--- src/rtl/lea_pkg.sv ---
package lea_pkg;

    localparam int REG_W  = 4;
    localparam int ADDR_W = 64;
    localparam int DISP_W = 32;

    localparam logic [7:0] OPC_LEA  = 8'h8D;
    localparam logic [7:0] PFX_OPSZ = 8'h66;
    localparam logic [7:0] PFX_ADSZ = 8'h67;
    localparam logic [3:0] REX_HI   = 4'h4;

    typedef enum logic [1:0] {OSZ_16, OSZ_32, OSZ_64} opsize_e;

    typedef enum logic [3:0] {
        ST_IDLE, ST_PFX, ST_OPC, ST_MODRM, ST_SIB,
        ST_DISP, ST_RBASE, ST_RIDX, ST_RDST
    } dec_state_e;

    typedef struct packed {
        logic [1:0] mode;
        logic [2:0] reg_f;
        logic [2:0] rm;
    } modrm_t;

    typedef struct packed {
        logic [1:0] scale;
        logic [2:0] index;
        logic [2:0] base;
    } sib_t;

    typedef struct packed {
        logic w;
        logic r;
        logic x;
        logic b;
    } rex_t;

    typedef struct packed {
        opsize_e           osz;
        logic              adr32;
        logic              rip;
        logic              use_base;
        logic              use_index;
        logic [1:0]        scale;
        logic [REG_W-1:0]  dst;
        logic [REG_W-1:0]  base;
        logic [REG_W-1:0]  index;
        logic [DISP_W-1:0] disp;
    } lea_ctl_t;

    // Number of displacement bytes implied by mod and the base/rm low bits.
    function automatic logic [2:0] disp_bytes(logic [1:0] mode, logic [2:0] low);
        if (mode == 2'd1)                       return 3'd1;
        else if (mode == 2'd2)                  return 3'd4;
        else if (mode == 2'd0 && low == 3'd5)   return 3'd4;
        else                                    return 3'd0;
    endfunction

    function automatic logic [ADDR_W-1:0] size_result(opsize_e osz,
                                                      logic [ADDR_W-1:0] ea,
                                                      logic [ADDR_W-1:0] prior);
        case (osz)
            OSZ_64:  return ea;
            OSZ_16:  return {prior[ADDR_W-1:16], ea[15:0]};
            default: return {{(ADDR_W-32){1'b0}}, ea[31:0]};
        endcase
    endfunction

endpackage

--- src/rtl/lea_decoder.sv ---
module lea_decoder
    import lea_pkg::*;
#(
    parameter int NBYTES = 15,
    localparam int POS_W = $clog2(NBYTES + 1)
) (
    input  logic                  clk,
    input  logic                  rst,
    input  logic                  start,
    input  logic [NBYTES*8-1:0]   insn_bytes,
    output logic [REG_W-1:0]      rf_raddr,
    input  logic [ADDR_W-1:0]     rf_rdata,
    output lea_ctl_t              ctl,
    output logic [ADDR_W-1:0]     base_val,
    output logic [ADDR_W-1:0]     idx_val,
    output logic [POS_W-1:0]      len,
    output logic                  fin_ok,
    output logic                  fin_bad
);

    dec_state_e            st_q;
    logic [NBYTES*8-1:0]   buf_q;
    logic [POS_W-1:0]      pos_q;
    logic [2:0]            dcnt_q, dneed_q;
    logic                  p66_q, p67_q, has_sib_q;
    rex_t                  rex_q;
    modrm_t                modrm_q;
    sib_t                  sib_q;
    logic [DISP_W-1:0]     disp_q;
    logic [ADDR_W-1:0]     base_q, idx_q;

    logic [7:0] cur;
    modrm_t     cur_m;
    sib_t       cur_s;
    logic [2:0] need_m, need_s;

    assign cur    = (pos_q < POS_W'(NBYTES)) ? buf_q[8*pos_q +: 8] : 8'h00;
    assign cur_m  = modrm_t'(cur);
    assign cur_s  = sib_t'(cur);
    assign need_m = disp_bytes(cur_m.mode, cur_m.rm);
    assign need_s = disp_bytes(modrm_q.mode, cur_s.base);

    always_comb begin
        ctl.osz       = rex_q.w ? OSZ_64 : (p66_q ? OSZ_16 : OSZ_32);
        ctl.adr32     = p67_q;
        ctl.rip       = !has_sib_q && modrm_q.mode == 2'd0 && modrm_q.rm == 3'd5;
        ctl.dst       = {rex_q.r, modrm_q.reg_f};
        ctl.base      = has_sib_q ? {rex_q.b, sib_q.base} : {rex_q.b, modrm_q.rm};
        ctl.use_base  = has_sib_q ? !(modrm_q.mode == 2'd0 && sib_q.base == 3'd5)
                                  : !ctl.rip;
        ctl.index     = {rex_q.x, sib_q.index};
        ctl.use_index = has_sib_q && ({rex_q.x, sib_q.index} != 4'd4);
        ctl.scale     = sib_q.scale;
        ctl.disp      = disp_q;
    end

    always_comb begin
        case (st_q)
            ST_RBASE: rf_raddr = ctl.base;
            ST_RIDX:  rf_raddr = ctl.index;
            default:  rf_raddr = ctl.dst;
        endcase
    end

    assign fin_ok   = (st_q == ST_RDST);
    assign fin_bad  = (st_q == ST_OPC && cur != OPC_LEA) ||
                      (st_q == ST_MODRM && cur_m.mode == 2'd3);
    assign base_val = base_q;
    assign idx_val  = idx_q;
    assign len      = pos_q;

    always_ff @(posedge clk) begin
        if (rst) begin
            st_q      <= ST_IDLE;
            buf_q     <= '0;
            pos_q     <= '0;
            dcnt_q    <= '0;
            dneed_q   <= '0;
            p66_q     <= 1'b0;
            p67_q     <= 1'b0;
            has_sib_q <= 1'b0;
            rex_q     <= '0;
            modrm_q   <= '0;
            sib_q     <= '0;
            disp_q    <= '0;
            base_q    <= '0;
            idx_q     <= '0;
        end else begin
            case (st_q)
                ST_IDLE: if (start) begin
                    buf_q     <= insn_bytes;
                    pos_q     <= '0;
                    dcnt_q    <= '0;
                    dneed_q   <= '0;
                    p66_q     <= 1'b0;
                    p67_q     <= 1'b0;
                    has_sib_q <= 1'b0;
                    rex_q     <= '0;
                    modrm_q   <= '0;
                    sib_q     <= '0;
                    disp_q    <= '0;
                    st_q      <= ST_PFX;
                end
                ST_PFX: begin
                    if (pos_q == POS_W'(NBYTES - 1)) begin
                        st_q <= ST_OPC;
                    end else if (cur == PFX_OPSZ) begin
                        p66_q <= 1'b1;
                        pos_q <= pos_q + 1'b1;
                    end else if (cur == PFX_ADSZ) begin
                        p67_q <= 1'b1;
                        pos_q <= pos_q + 1'b1;
                    end else if (cur[7:4] == REX_HI) begin
                        rex_q <= rex_t'(cur[3:0]);
                        pos_q <= pos_q + 1'b1;
                        st_q  <= ST_OPC;
                    end else begin
                        st_q <= ST_OPC;
                    end
                end
                ST_OPC: begin
                    if (cur == OPC_LEA) begin
                        pos_q <= pos_q + 1'b1;
                        st_q  <= ST_MODRM;
                    end else begin
                        st_q <= ST_IDLE;
                    end
                end
                ST_MODRM: begin
                    modrm_q <= cur_m;
                    if (cur_m.mode == 2'd3) begin
                        st_q <= ST_IDLE;
                    end else begin
                        pos_q <= pos_q + 1'b1;
                        if (cur_m.rm == 3'd4) begin
                            st_q <= ST_SIB;
                        end else begin
                            dneed_q <= need_m;
                            st_q    <= (need_m != 3'd0) ? ST_DISP : ST_RBASE;
                        end
                    end
                end
                ST_SIB: begin
                    sib_q     <= cur_s;
                    has_sib_q <= 1'b1;
                    pos_q     <= pos_q + 1'b1;
                    dneed_q   <= need_s;
                    st_q      <= (need_s != 3'd0) ? ST_DISP : ST_RBASE;
                end
                ST_DISP: begin
                    if (dneed_q == 3'd1)
                        disp_q <= {{(DISP_W-8){cur[7]}}, cur};
                    else
                        disp_q[8*dcnt_q +: 8] <= cur;
                    pos_q  <= pos_q + 1'b1;
                    dcnt_q <= dcnt_q + 3'd1;
                    if (dcnt_q == dneed_q - 3'd1)
                        st_q <= ST_RBASE;
                end
                ST_RBASE: begin
                    base_q <= ctl.use_base ? rf_rdata : '0;
                    st_q   <= ST_RIDX;
                end
                ST_RIDX: begin
                    idx_q <= ctl.use_index ? rf_rdata : '0;
                    st_q  <= ST_RDST;
                end
                default: st_q <= ST_IDLE;
            endcase
        end
    end

endmodule

--- src/rtl/lea_agu.sv ---
module lea_agu
    import lea_pkg::*;
#(
    parameter int LEN_W = 4
) (
    input  lea_ctl_t           ctl,
    input  logic [ADDR_W-1:0]  base_val,
    input  logic [ADDR_W-1:0]  idx_val,
    input  logic [ADDR_W-1:0]  prior_val,
    input  logic [ADDR_W-1:0]  insn_addr,
    input  logic [LEN_W-1:0]   len,
    output logic [ADDR_W-1:0]  result
);

    logic [ADDR_W-1:0] base_term, scaled_idx, disp_ext, ea;

    always_comb begin
        base_term  = ctl.rip ? (insn_addr + ADDR_W'(len)) : base_val;
        scaled_idx = idx_val << ctl.scale;
        disp_ext   = {{(ADDR_W-DISP_W){ctl.disp[DISP_W-1]}}, ctl.disp};
        ea         = base_term + scaled_idx + disp_ext;
        if (ctl.adr32)
            ea[ADDR_W-1:32] = '0;
        result = size_result(ctl.osz, ea, prior_val);
    end

endmodule

--- src/rtl/lea_unit.sv ---
module lea_unit
    import lea_pkg::*;
#(
    parameter int NBYTES = 15,
    localparam int LEN_W = $clog2(NBYTES + 1)
) (
    input  logic                 clk,
    input  logic                 rst,
    input  logic                 start,
    input  logic [NBYTES*8-1:0]  insn_bytes,
    input  logic [63:0]          insn_addr,
    output logic [3:0]           rf_raddr,
    input  logic [63:0]          rf_rdata,
    output logic                 done,
    output logic                 invalid,
    output logic [3:0]           dst_idx,
    output logic [63:0]          wr_data,
    output logic [LEN_W-1:0]     insn_len
);

    lea_ctl_t          ctl;
    logic [63:0]       base_val, idx_val, result;
    logic [LEN_W-1:0]  len;
    logic              fin_ok, fin_bad;

    lea_decoder #(.NBYTES(NBYTES)) u_dec (
        .clk        (clk),
        .rst        (rst),
        .start      (start),
        .insn_bytes (insn_bytes),
        .rf_raddr   (rf_raddr),
        .rf_rdata   (rf_rdata),
        .ctl        (ctl),
        .base_val   (base_val),
        .idx_val    (idx_val),
        .len        (len),
        .fin_ok     (fin_ok),
        .fin_bad    (fin_bad)
    );

    // In the final phase the read port addresses the destination register.
    lea_agu #(.LEN_W(LEN_W)) u_agu (
        .ctl       (ctl),
        .base_val  (base_val),
        .idx_val   (idx_val),
        .prior_val (rf_rdata),
        .insn_addr (insn_addr),
        .len       (len),
        .result    (result)
    );

    always_ff @(posedge clk) begin
        if (rst) begin
            done     <= 1'b0;
            invalid  <= 1'b0;
            dst_idx  <= '0;
            wr_data  <= '0;
            insn_len <= '0;
        end else begin
            done    <= fin_ok | fin_bad;
            invalid <= fin_bad;
            if (fin_ok) begin
                wr_data <= result;
                dst_idx <= ctl.dst;
            end
            if (fin_ok | fin_bad)
                insn_len <= len;
        end
    end

endmodule

--- config.mk ---
export PLATFORM = sky130hd
export DESIGN_NAME = lea_unit
export DESIGN_NICKNAME = d
export VERILOG_FILES = /design/src/rtl/lea_pkg.sv /design/src/rtl/lea_decoder.sv /design/src/rtl/lea_agu.sv /design/src/rtl/lea_unit.sv
export SDC_FILE = /design/constraint.sdc
export NUM_CORES = 1
export LEC_CHECK = 0
export BUFFER_PORTS_ARGS = -buffer_cell sky130_fd_sc_hd__buf_2
export CAP_MARGIN = 15
export CORE_MARGIN = 1
export CORE_UTILIZATION = 55
export CTS_CLUSTER_SIZE = 30
export DETAILED_ROUTE_END_ITERATION = 12
export PLACE_DENSITY = 0.77
export SETUP_SLACK_MARGIN = 0.15
export SLEW_MARGIN = 10
export SYNTH_ARGS = -nofsm -noshare
export SYNTH_HDL_FRONTEND = slang
export SYNTH_SLANG_ARGS = --single-unit
export TNS_END_PERCENT = 30
--- constraint.sdc ---
create_clock -name clk -period 6.99 [get_ports clk]
set_input_delay 1.398 -clock clk [delete_from_list [all_inputs] [get_ports clk]]
set_output_delay 1.398 -clock clk [all_outputs]
set_load 0.01 [all_outputs]
After elaboration in Yosys (flattened, before gate mapping). Index checks and enable logic that the tools add are counted.

Flip-flop bits (word level): 391. Bits in latches: 0. Bits in writable memories: 0. ROM bits: 0. Input bits: 251. Output and inout bits: 78. Word-level logic and storage cells: 177. Memories: 0.

Add/subtract/negate cells: 7. Multiply operators: 0. Divide/modulo/power cells: 0. Order comparisons: 1. Eq/ne operators: 41. Shifts and indexed selects: 4. Multiplexer cells: 62. Bitwise gates (word level): 1. Reductions and logical operators: 35.

Operators by type and width (count): 64-bit 2-to-1 mux (3); 64-bit adder (2); 64-bit case mux with 2 select lines (1); 120-bit by 8-bit indexed part select with 8-bit output (1); 32-bit 2-to-1 mux (3); 4-bit 2-to-1 mux (18); 64-bit by 4-bit adder with 64-bit output (1); 32-bit case mux with 2 select lines (1); 64-bit by 2-bit << shifter with 64-bit output (1); 6-bit negator with 34-bit output (1); 8-bit by 34-bit variable shift with 32-bit output, first input constant (1); 8-bit by 34-bit indexed part select with 32-bit output (1); 32-bit bitwise mux (1); 4-bit case mux with 8 select lines (1); 8-bit case mux with 2 select lines (2); 3-bit 2-to-1 mux (10); 4-bit by 3-bit == test with 1-bit output, second input constant (5); 4-bit case mux with 5 select lines (1); 8-bit by 7-bit == test with 1-bit output, second input constant (2); 8-bit 2-to-1 mux (2); 4-bit case mux with 2 select lines (2); 2-bit inequality test, second input constant (7); 3-bit == test, second input constant (4); 4-bit AND reduction (3); other kinds (35) (77).

Depth between registers and ports, before layout. Gate-level depths: netlist of the first run.

Depth in word-level cells: 12. Gate-level depth with buffers: 25. Depth with buffers taken out: 24.

Hierarchy. A second synthesis of the first run with hierarchy kept.

Cell total of the unflattened synthesis: 3269. Area, all modules: 25557.0 um^2.

Modules (own cells, without submodules): lea_decoder (times used 1, cells each 1687, area an instance 13244.0 um^2, seq. area each 6326.1 um^2); lea_agu (times used 1, cells each 1341, area an instance 9655.5 um^2, seq. area each 0.0 um^2); lea_unit (times used 1, cells each 241, area an instance 2657.5 um^2, seq. area each 1481.4 um^2).

Worst setup path after synthesis of the first run. No wires, ideal clock.

Path kind: input to register. Start: in insn_addr[0]. End: reg wr_data[63]. Setup time: 0.103 ns. Data arrival time: 6.088 ns. Required time: 6.887 ns. Slack: 0.799 ns. Stages: 21. Path buffers: 0. Path through: ha_1 -> fa_1 -> a21o_1 -> a21oi_1 -> nor2_1 -> nand3_1 -> nor2_1 -> xnor2_1 -> o21ai_0 -> fa_1 -> ha_1 -> a21oi_1 -> o211a_1 -> or4_1 -> a21oi_1 -> a21oi_1 -> o31ai_4 -> a21oi_2 -> o31ai_2 -> xnor2_1 -> a2111oi_2.

Word-level cells in the longest chain between the ends: 6.

RTL lines: from (decl) (RTL line lea_unit.sv:11) `input logic [63:0] insn_addr,`; 64-bit by 4-bit adder with 64-bit output (RTL line lea_agu.sv:18) `base_term = ctl.rip ? (insn_addr + ADDR_W'(len)) : base_val;`; 64-bit 2-to-1 mux (RTL line lea_agu.sv:18); 64-bit adder (2 in series) (RTL line lea_agu.sv:21) `ea = base_term + scaled_idx + disp_ext;`; 32-bit 2-to-1 mux (RTL line lea_agu.sv:22) `if (ctl.adr32)`; 64-bit case mux with 2 select lines (RTL line lea_pkg.sv:62) `case (osz)`; to (signal assigned) (RTL line lea_unit.sv:63) `wr_data <= result;`; to (decl) (RTL line lea_unit.sv:17) `output logic [63:0] wr_data,`.

No other way between the ends. A chain may end at the register's enable or synchronous reset.

Worst setup path after layout of the first run.
Start: in insn_addr[2]. End: reg wr_data[44].

Same word-level chain as after synthesis.

==> impl_results.md, run 1 <==
* Placed Cells at 3,690
* Outcome: completed
* Routed vias at 23.2k
* Clock Pin Slew Worst Setup and Hold Paths at 0.06 ns
* First-pass GRT wire length at 120,000 um
* Hold slack at 0.452 ns
* Final nets at 3,541
* Worst Path Required at 7.42 ns
* CP endpoint kind: register
* Filler cells at 3,679
* Worst hold path type: reg2reg
* Setup violators final at 0
* Final worst-path cycle share at 94.7%
* Main synth FF type: dfxtp_1
* Post-synth top cells: 486 x nand2_1, 390 x dfxtp_1, 331 x nor2_1, 291 x a21oi_1, 181 x clkbuf_1
* Vias per cell at 6.16
* Antenna viol nets, final at 0
* Antenna violations before repair at 1
* Ports at 329
* Seq cells post-synth at 390
* Critical Path Start: insn_addr[2]
* Layout Cells excl Fill at 3,767
* Row count at 76
* Post-synth top area cell: dfxtp_1
* WS Path Type: in2reg
* Mapped Cells at 2,903
* CTS tree: done
* Max clock buf depth at 3
* Chip width at 211 um
* Setup bufs post-CTS at 0
* GPL Wtd Cong at 0.994
* Worst R2R Path Depth at 25
* Avg Cell Area, Syn at 8.26 sq um
* Actual slew at the worst max-slew pin at 1.24 ns
* Worst VDD drop at 0.191 mV
* Setup Skew at 0.0185 ns
* Leakage power at 11.0 nW
* Post-synth ARST share at 0%
* Vias in the first global route at 22.1k
* Total core area at 0.0431 sq mm
* Most numerous cell in the Yosys netlist: nand2_1
* Post-layout power at 5.38 mW
* Clock sink total at 390
* Drt first pass iters at 6
* Number of max-cap violations at 0
* Sequential area share after synthesis at 32.5%
* Post-synth cell types at 88
* RSZ-0062 raised after global routing: true
* Arrival @ worst endpoint at 7.05 ns
* WL final at 77,100 um
* Worst-path fanout max at 7
* Crit start category: primary input
* Routed WL per cell at 20.5 um
* Post-layout minimum cycle time at 6.62 ns
* Reg2Reg Launch Point: u_dec.len[0]
* Max Freq at 0.151 GHz
* Share of the synthesized area in the top cell type at 32.5%
* Diodes inserted at 0
* Hold Path Depth at 2
* Yosys Warn Count at 0
* Total global routing overflow at 0
* Fin. Hold Viols at 0
* Fin. max-slew vios at 0
* Slew HR at 17.2%
* Initial drt markers at 2,292
* H-tree levels at 2
* Mapped Area at 0.0240 sq mm
* Global Route Usage Sum at 34.1%
* Synth top area cells: dfxtp_1 33%, nand2_1 7.6%, mux4_2 7.1%
* Hpwl dp at 56,200 um
* Hold path start: u_dec.buf_q[35]
* Largest net degree at the start of global routing at 195
* Synth Net Count at 3,294
* Worst-Skew Late Latency at 0.58 ns
* Layout cell share with drive strength beyond 1 at 19.7%
* Initial Utilization at 55.7%
* Synth-to-Final Area Change at 15.9%
* Post-synth EDFFs at 0
* Power per cell area at 193 mW/mm^2
* Die area at 0.0445 sq mm
* DRC Markers at 0
* Die Ht at 211 um
* Num CTS Buffers at 43
* Root Buffer: clkbuf_16
* Port-buffer cells at 328
stage by stage:
step | instance area, sq um | setup WS, ns | util (%) | TNS [ns]
5_1_grt | 27800 | 0.0806 | 64.5 | 0
4_1_cts | 27800 | 0.277 | 64.5 | 0
2_1_floorplan | 24000 | 0.799 | - | 0
3_5_place_dp | 26300 | -0.316 | 61.0 | -1.72
6_report | 27800 | 0.371 | 64.5 | 0
3_3_place_gp | 26300 | -0.183 | 61.0 | -0.607
layout make-up:
class	count	area (sq um)	area share (%)
clock buffer	57	1260	4.53
clock inverter	20	258	0.927
inverter	52	195	0.702
multi-input combinational	2245	15200	54.7
sequential	390	7820	28.1
tap	585	732	2.63
timing repair buffer	418	2340	8.42
cell families after synthesis:
| kind of cell | Yosys count | synth area share [%] |
|---|---|---|
| adders and majority gates | 140 | 9.33 |
| muxes | 117 | 9.11 |
| buffers and inverters | 268 | 4.40 |
| xor gates and xnor gates | 128 | 4.67 |
| DFF | 390 | 32.5 |
| AOI/OAI and AO/OA | 788 | 20.8 |
| and+or+nand+nor | 1072 | 19.2 |
power by group:
group	internal [mW]	switching, mW
clock	1.43	0.984
combinational	0.221	0.404
sequential	2.30	0.0468
state kept, by name, summed over array words and instances (netlist names):
name and cells:
u_dec.sib_q 3, u_dec.disp_q 32, u_dec.st_q 4, u_dec.len 4
done 1, insn_len 4, u_dec.p66_q 1, u_dec.dcnt_q 3
u_dec.modrm_q 5, u_dec.base_val 64, u_dec.idx_val 64, u_dec.dneed_q 2
u_dec.has_sib_q 1, u_dec.ctl 10, wr_data 64, u_dec.p67_q 1
invalid 1, u_dec.rex_q 2, u_dec.buf_q 120, dst_idx 4
critical path, stage by stage:
cell	delay (ns)
buf_2	0.10
ha_1	0.35
o21a_1	0.16
a21oi_1	0.19
nor2_1	0.20
nand2_1	0.14
nor2_1	0.48
nand3_1	0.19
xor2_1	0.17
o21ai_0	0.30
fa_1	0.49
ha_1	0.32
buf_4	0.16
and2_1	0.16
nand4_1	0.09
o22ai_1	0.08
nor3_1	0.35
o31ai_1	0.23
buf_4	0.19
a21boi_0	0.48
o21ai_0	0.24
xor2_1	0.20
a221oi_1	0.30
nor3_1	0.09
layout by cell type, fill, tap and decap left out, types with 74 or more instances in the layout:
master and instances:
ha_1 74, nor2_1 329, buf_4 89, mux4_2 76, a22oi_1 134, o21ai_0 130
buf_2 327, nand2_1 485, a21oi_1 291, dfxtp_1 386
what timing repair did:
item / in CTS / in global routing
setup endpoints to repair: 0 / 12
resized for setup: 0 / 6
hold buffers: 0 / 0
per-layer routing:
layer	part of all wire (%)	track usage [%]	wire length, um	up-vias
li1	-	-	-	10800
met2	47	56.5	36500	1115
met5	0	0	0	-
met3	8.3	6.56	6390	156
met4	3.3	12.5	2510	0
met1	41	44.1	31600	11100
final timing paths:
path                                         to  slack, ns
worst max-delay path                wr_data[44]       0.37
worst max register to register      wr_data[60]       0.93
worst min register to register  u_dec.buf_q[35]       0.45
worst min-delay path            u_dec.buf_q[35]       0.45
No activity file was read; power rests on OpenSTA's default activity.
==> run 2, diff against run 1 <==
Settings changed: GPL_TIMING_DRIVEN set to 0, MAX_ROUTING_LAYER set to met4.
==> run 2 against run 1 <==
Effect of this change: via count grew 5.7%; global-route usage is 7.9 points higher; clock-buffer cell count increased by 6; die area stayed put; highest routed layer unchanged.
==> impl_results.md, run 2 (synthesized netlist as in run 1, its figures left out) <==
* Worst-Skew Late Latency at 0.61 ns (was 0.58 ns)
* GPL Wtd Cong at 0.999 (was 0.994)
* Number of hold buffers added after cts at 0 (unchanged)
* Power per cell area at 196 mW/mm^2 (was 193 mW/mm^2)
* Max Freq at 0.148 GHz (was 0.151 GHz)
* Global Route Usage Sum at 42.0% (was 34.1%)
* Storage element area at 0.00781 sq mm (was 0.00782 sq mm)
* Worst hold path type: reg2reg (unchanged)
* WS Path Type: in2reg (unchanged)
* Crit start category: primary input (unchanged)
* Num CTS Buffers at 43 (unchanged)
* Synth-to-Final Area Change at 17.2% (was 15.9%)
* Diodes inserted at 0 (unchanged)
* Setup Skew at 0.0237 ns (was 0.0185 ns)
* Crit path cell chain: buf_2, ha_1, fa_1, a21o_1, a21oi_4, nor2_2, nand3_2, nor2_1, xnor2_1, o21ai_0, fa_1, ha_1, nand2_1, nor4_2, o211ai_1, nand3_1, a31oi_1, a211oi_1, o21ai_0, xnor2_1, a221oi_1, nor3_1 (was buf_2, ha_1, o21a_1, a21oi_1, nor2_1, nand2_1, nor2_1, nand3_1, xor2_1, o21ai_0, fa_1, ha_1, buf_4, and2_1, nand4_1, o22ai_1, nor3_1, o31ai_1, buf_4, a21boi_0, o21ai_0, xor2_1, a221oi_1, nor3_1)
* Worst VDD drop at 0.207 mV (was 0.191 mV)
* Final nets at 3,672 (was 3,541)
* Layout cell share with drive strength beyond 1 at 16.9% (was 19.7%)
* CTS tree: done (unchanged)
* Commonest cells after routing, fill and taps aside: 486 x nand2_1, 389 x dfxtp_1, 337 x buf_2 (was 485 x nand2_1, 386 x dfxtp_1, 329 x nor2_1)
* Die Ht at 211 um (unchanged)
* Final worst-path cycle share at 96.7% (was 94.7%)
* Chip width at 211 um (unchanged)
* Vias per cell at 6.29 (was 6.16)
* Root Buffer: clkbuf_16 (unchanged)
* Vias in the first global route at 23.6k (was 22.1k)
* Antenna violations before repair at 0 (was 1)
* H-tree levels at 2 (unchanged)
* Worst Path Required at 7.45 ns (was 7.42 ns)
* Row count at 76 (unchanged)
* Port-buffer cells at 328 (unchanged)
* Multi-input gate area at 0.0153 sq mm (was 0.0152 sq mm)
* Drt first pass iters at 6 (unchanged)
* Worst-path fanout max at 6 (was 7)
* Antenna viol nets, final at 0 (unchanged)
* DRC Markers at 0 (unchanged)
* PnR worst setup slack at 0.228 ns (was 0.371 ns)
* Arrival @ worst endpoint at 7.22 ns (was 7.05 ns)
* Filler cells at 3,783 (was 3,679)
* Commonest non-fill, non-tap cell in the layout: nand2_1 (unchanged)
* Actual slew at the worst max-slew pin at 1.28 ns (was 1.24 ns)
* Largest net degree at the start of global routing at 33 (was 195)
* CP endpoint kind: register (unchanged)
* Max incr delay on CP at 0.53 ns (was 0.49 ns)
* Fin. max-slew vios at 0 (unchanged)
* Outcome: completed (unchanged)
* Setup violators final at 0 (unchanged)
* Slew HR at 14.3% (was 17.2%)
* Total global routing overflow at 0 (unchanged)
* Leakage power at 11.0 nW (about the same)
* RSZ-0062 raised after global routing: true (unchanged)
* Total core area at 0.0431 sq mm (unchanged)
* Initial drt markers at 2,558 (was 2,292)
* Routed WL per cell at 23.4 um (was 20.5 um)
* Placed Cells at 3,818 (was 3,690)
* Post-layout minimum cycle time at 6.76 ns (was 6.62 ns)
* Largest reg by FF count: u_dec.buf_q (unchanged)
* Initial Utilization at 55.7% (unchanged)
* Hpwl dp at 71,200 um (was 56,200 um)
* Layout Cells excl Fill at 3,900 (was 3,767)
* Fin. Hold Viols at 0 (unchanged)
* Clock Pin Slew Worst Setup and Hold Paths at 0.06 ns (about the same)
* Die area at 0.0445 sq mm (unchanged)
* Pre-CTS setup slack at -1.21 ns (was -0.316 ns)
* WL final at 91,200 um (was 77,100 um)
* Slowest CP cell: a211oi_1 (was fa_1)
* Routed vias at 24.5k (was 23.2k)
* Hold slack at 0.451 ns (was 0.452 ns)
* Clock sink total at 390 (unchanged)
* First-pass GRT wire length at 138,000 um (was 120,000 um)
* Max clock buf depth at 3 (unchanged)
* Number of max-cap violations at 0 (unchanged)
* Max FFs per register at 120 (unchanged)
* Ports at 329 (unchanged)
[run 2: changes by cell type in the layout (fill, tap and decap cells not counted), moves of 4 or more]
cell and delta:
o21ai_0 -4, buf_1 +20, buf_6 +4, clkbuf_2 +5, buf_4 -85, clkinvlp_4 -4
buf_2 +10, clkbuf_1 +183
[run 2: area by class of cell]
class                           instances  area share [%]
Multi-Input combinational cell       2245            54.4
Sequential cell                       390            27.8
Timing Repair Buffer                  333            6.05
Clock buffer                           63            4.49
Buffer                                216            3.08
Tap cell                              585            2.60
Clock inverter                         16           0.894
Inverter                               52           0.694
[run 2: where the power goes]
group	internal, mW	leakage, nW	switching (mW)	total (mW)
Combinational	0.241	7.14	0.467	0.708
Clock	1.45	0.739	1.02	2.47
Sequential	2.30	3.16	0.0458	2.34
[run 2: metal layers]
metal	part of all wire (%)	global-route usage, %	routed length (um)	vias to the layer above
met2	45	65.0	41200	1415
met4	6.2	24.4	5670	0
met1	40	52.3	36400	11800
met5	0	-	0	-
li1	-	-	-	11100
met3	8.6	6.30	7850	266
[run 2: final timing paths]
| kind | from | to | slack, ns | depth (start not counted) |
|---|---|---|---|---|
| setup reg to reg | u_dec.has_sib_q | wr_data[42] | 0.37 | 22 |
| hold reg to reg | wr_data[7] | wr_data[7] | 0.45 | 2 |
| hold / removal | wr_data[7] | wr_data[7] | 0.45 | 2 |
| setup / recovery | insn_addr[0] | wr_data[42] | 0.23 | 22 |
[run 2: worst max-delay path: cells and delay by family]
family | cells | cell delay, ns
compound gates | 8 | 2.45
xor+xnor | 2 | 0.32
fa+ha+maj | 4 | 1.57
buf+inv | 1 | 0.11
simple gates | 7 | 1.37
[run 2: repair_timing]
| action | CTS | global route |
|---|---|---|
| setup buffers | 2 | 0 |
| pin swaps | 1 | 1 |
| endpoints found under the setup margin | 28 | 25 |
| gates resized for setup | 17 | 26 |
[run 2: through the flow]
stage	setup TNS (ns)	area, sq um	utilization [%]	total power [mW]
after floorplan	0	24000	-	2.78
after global placement	-20.55	26400	61.2	3.05
after detailed placement	-22.22	26400	61.3	3.07
after CTS	0	28000	65.0	5.50
after global routing	0	28100	65.3	5.66
final	0	28100	65.3	5.52
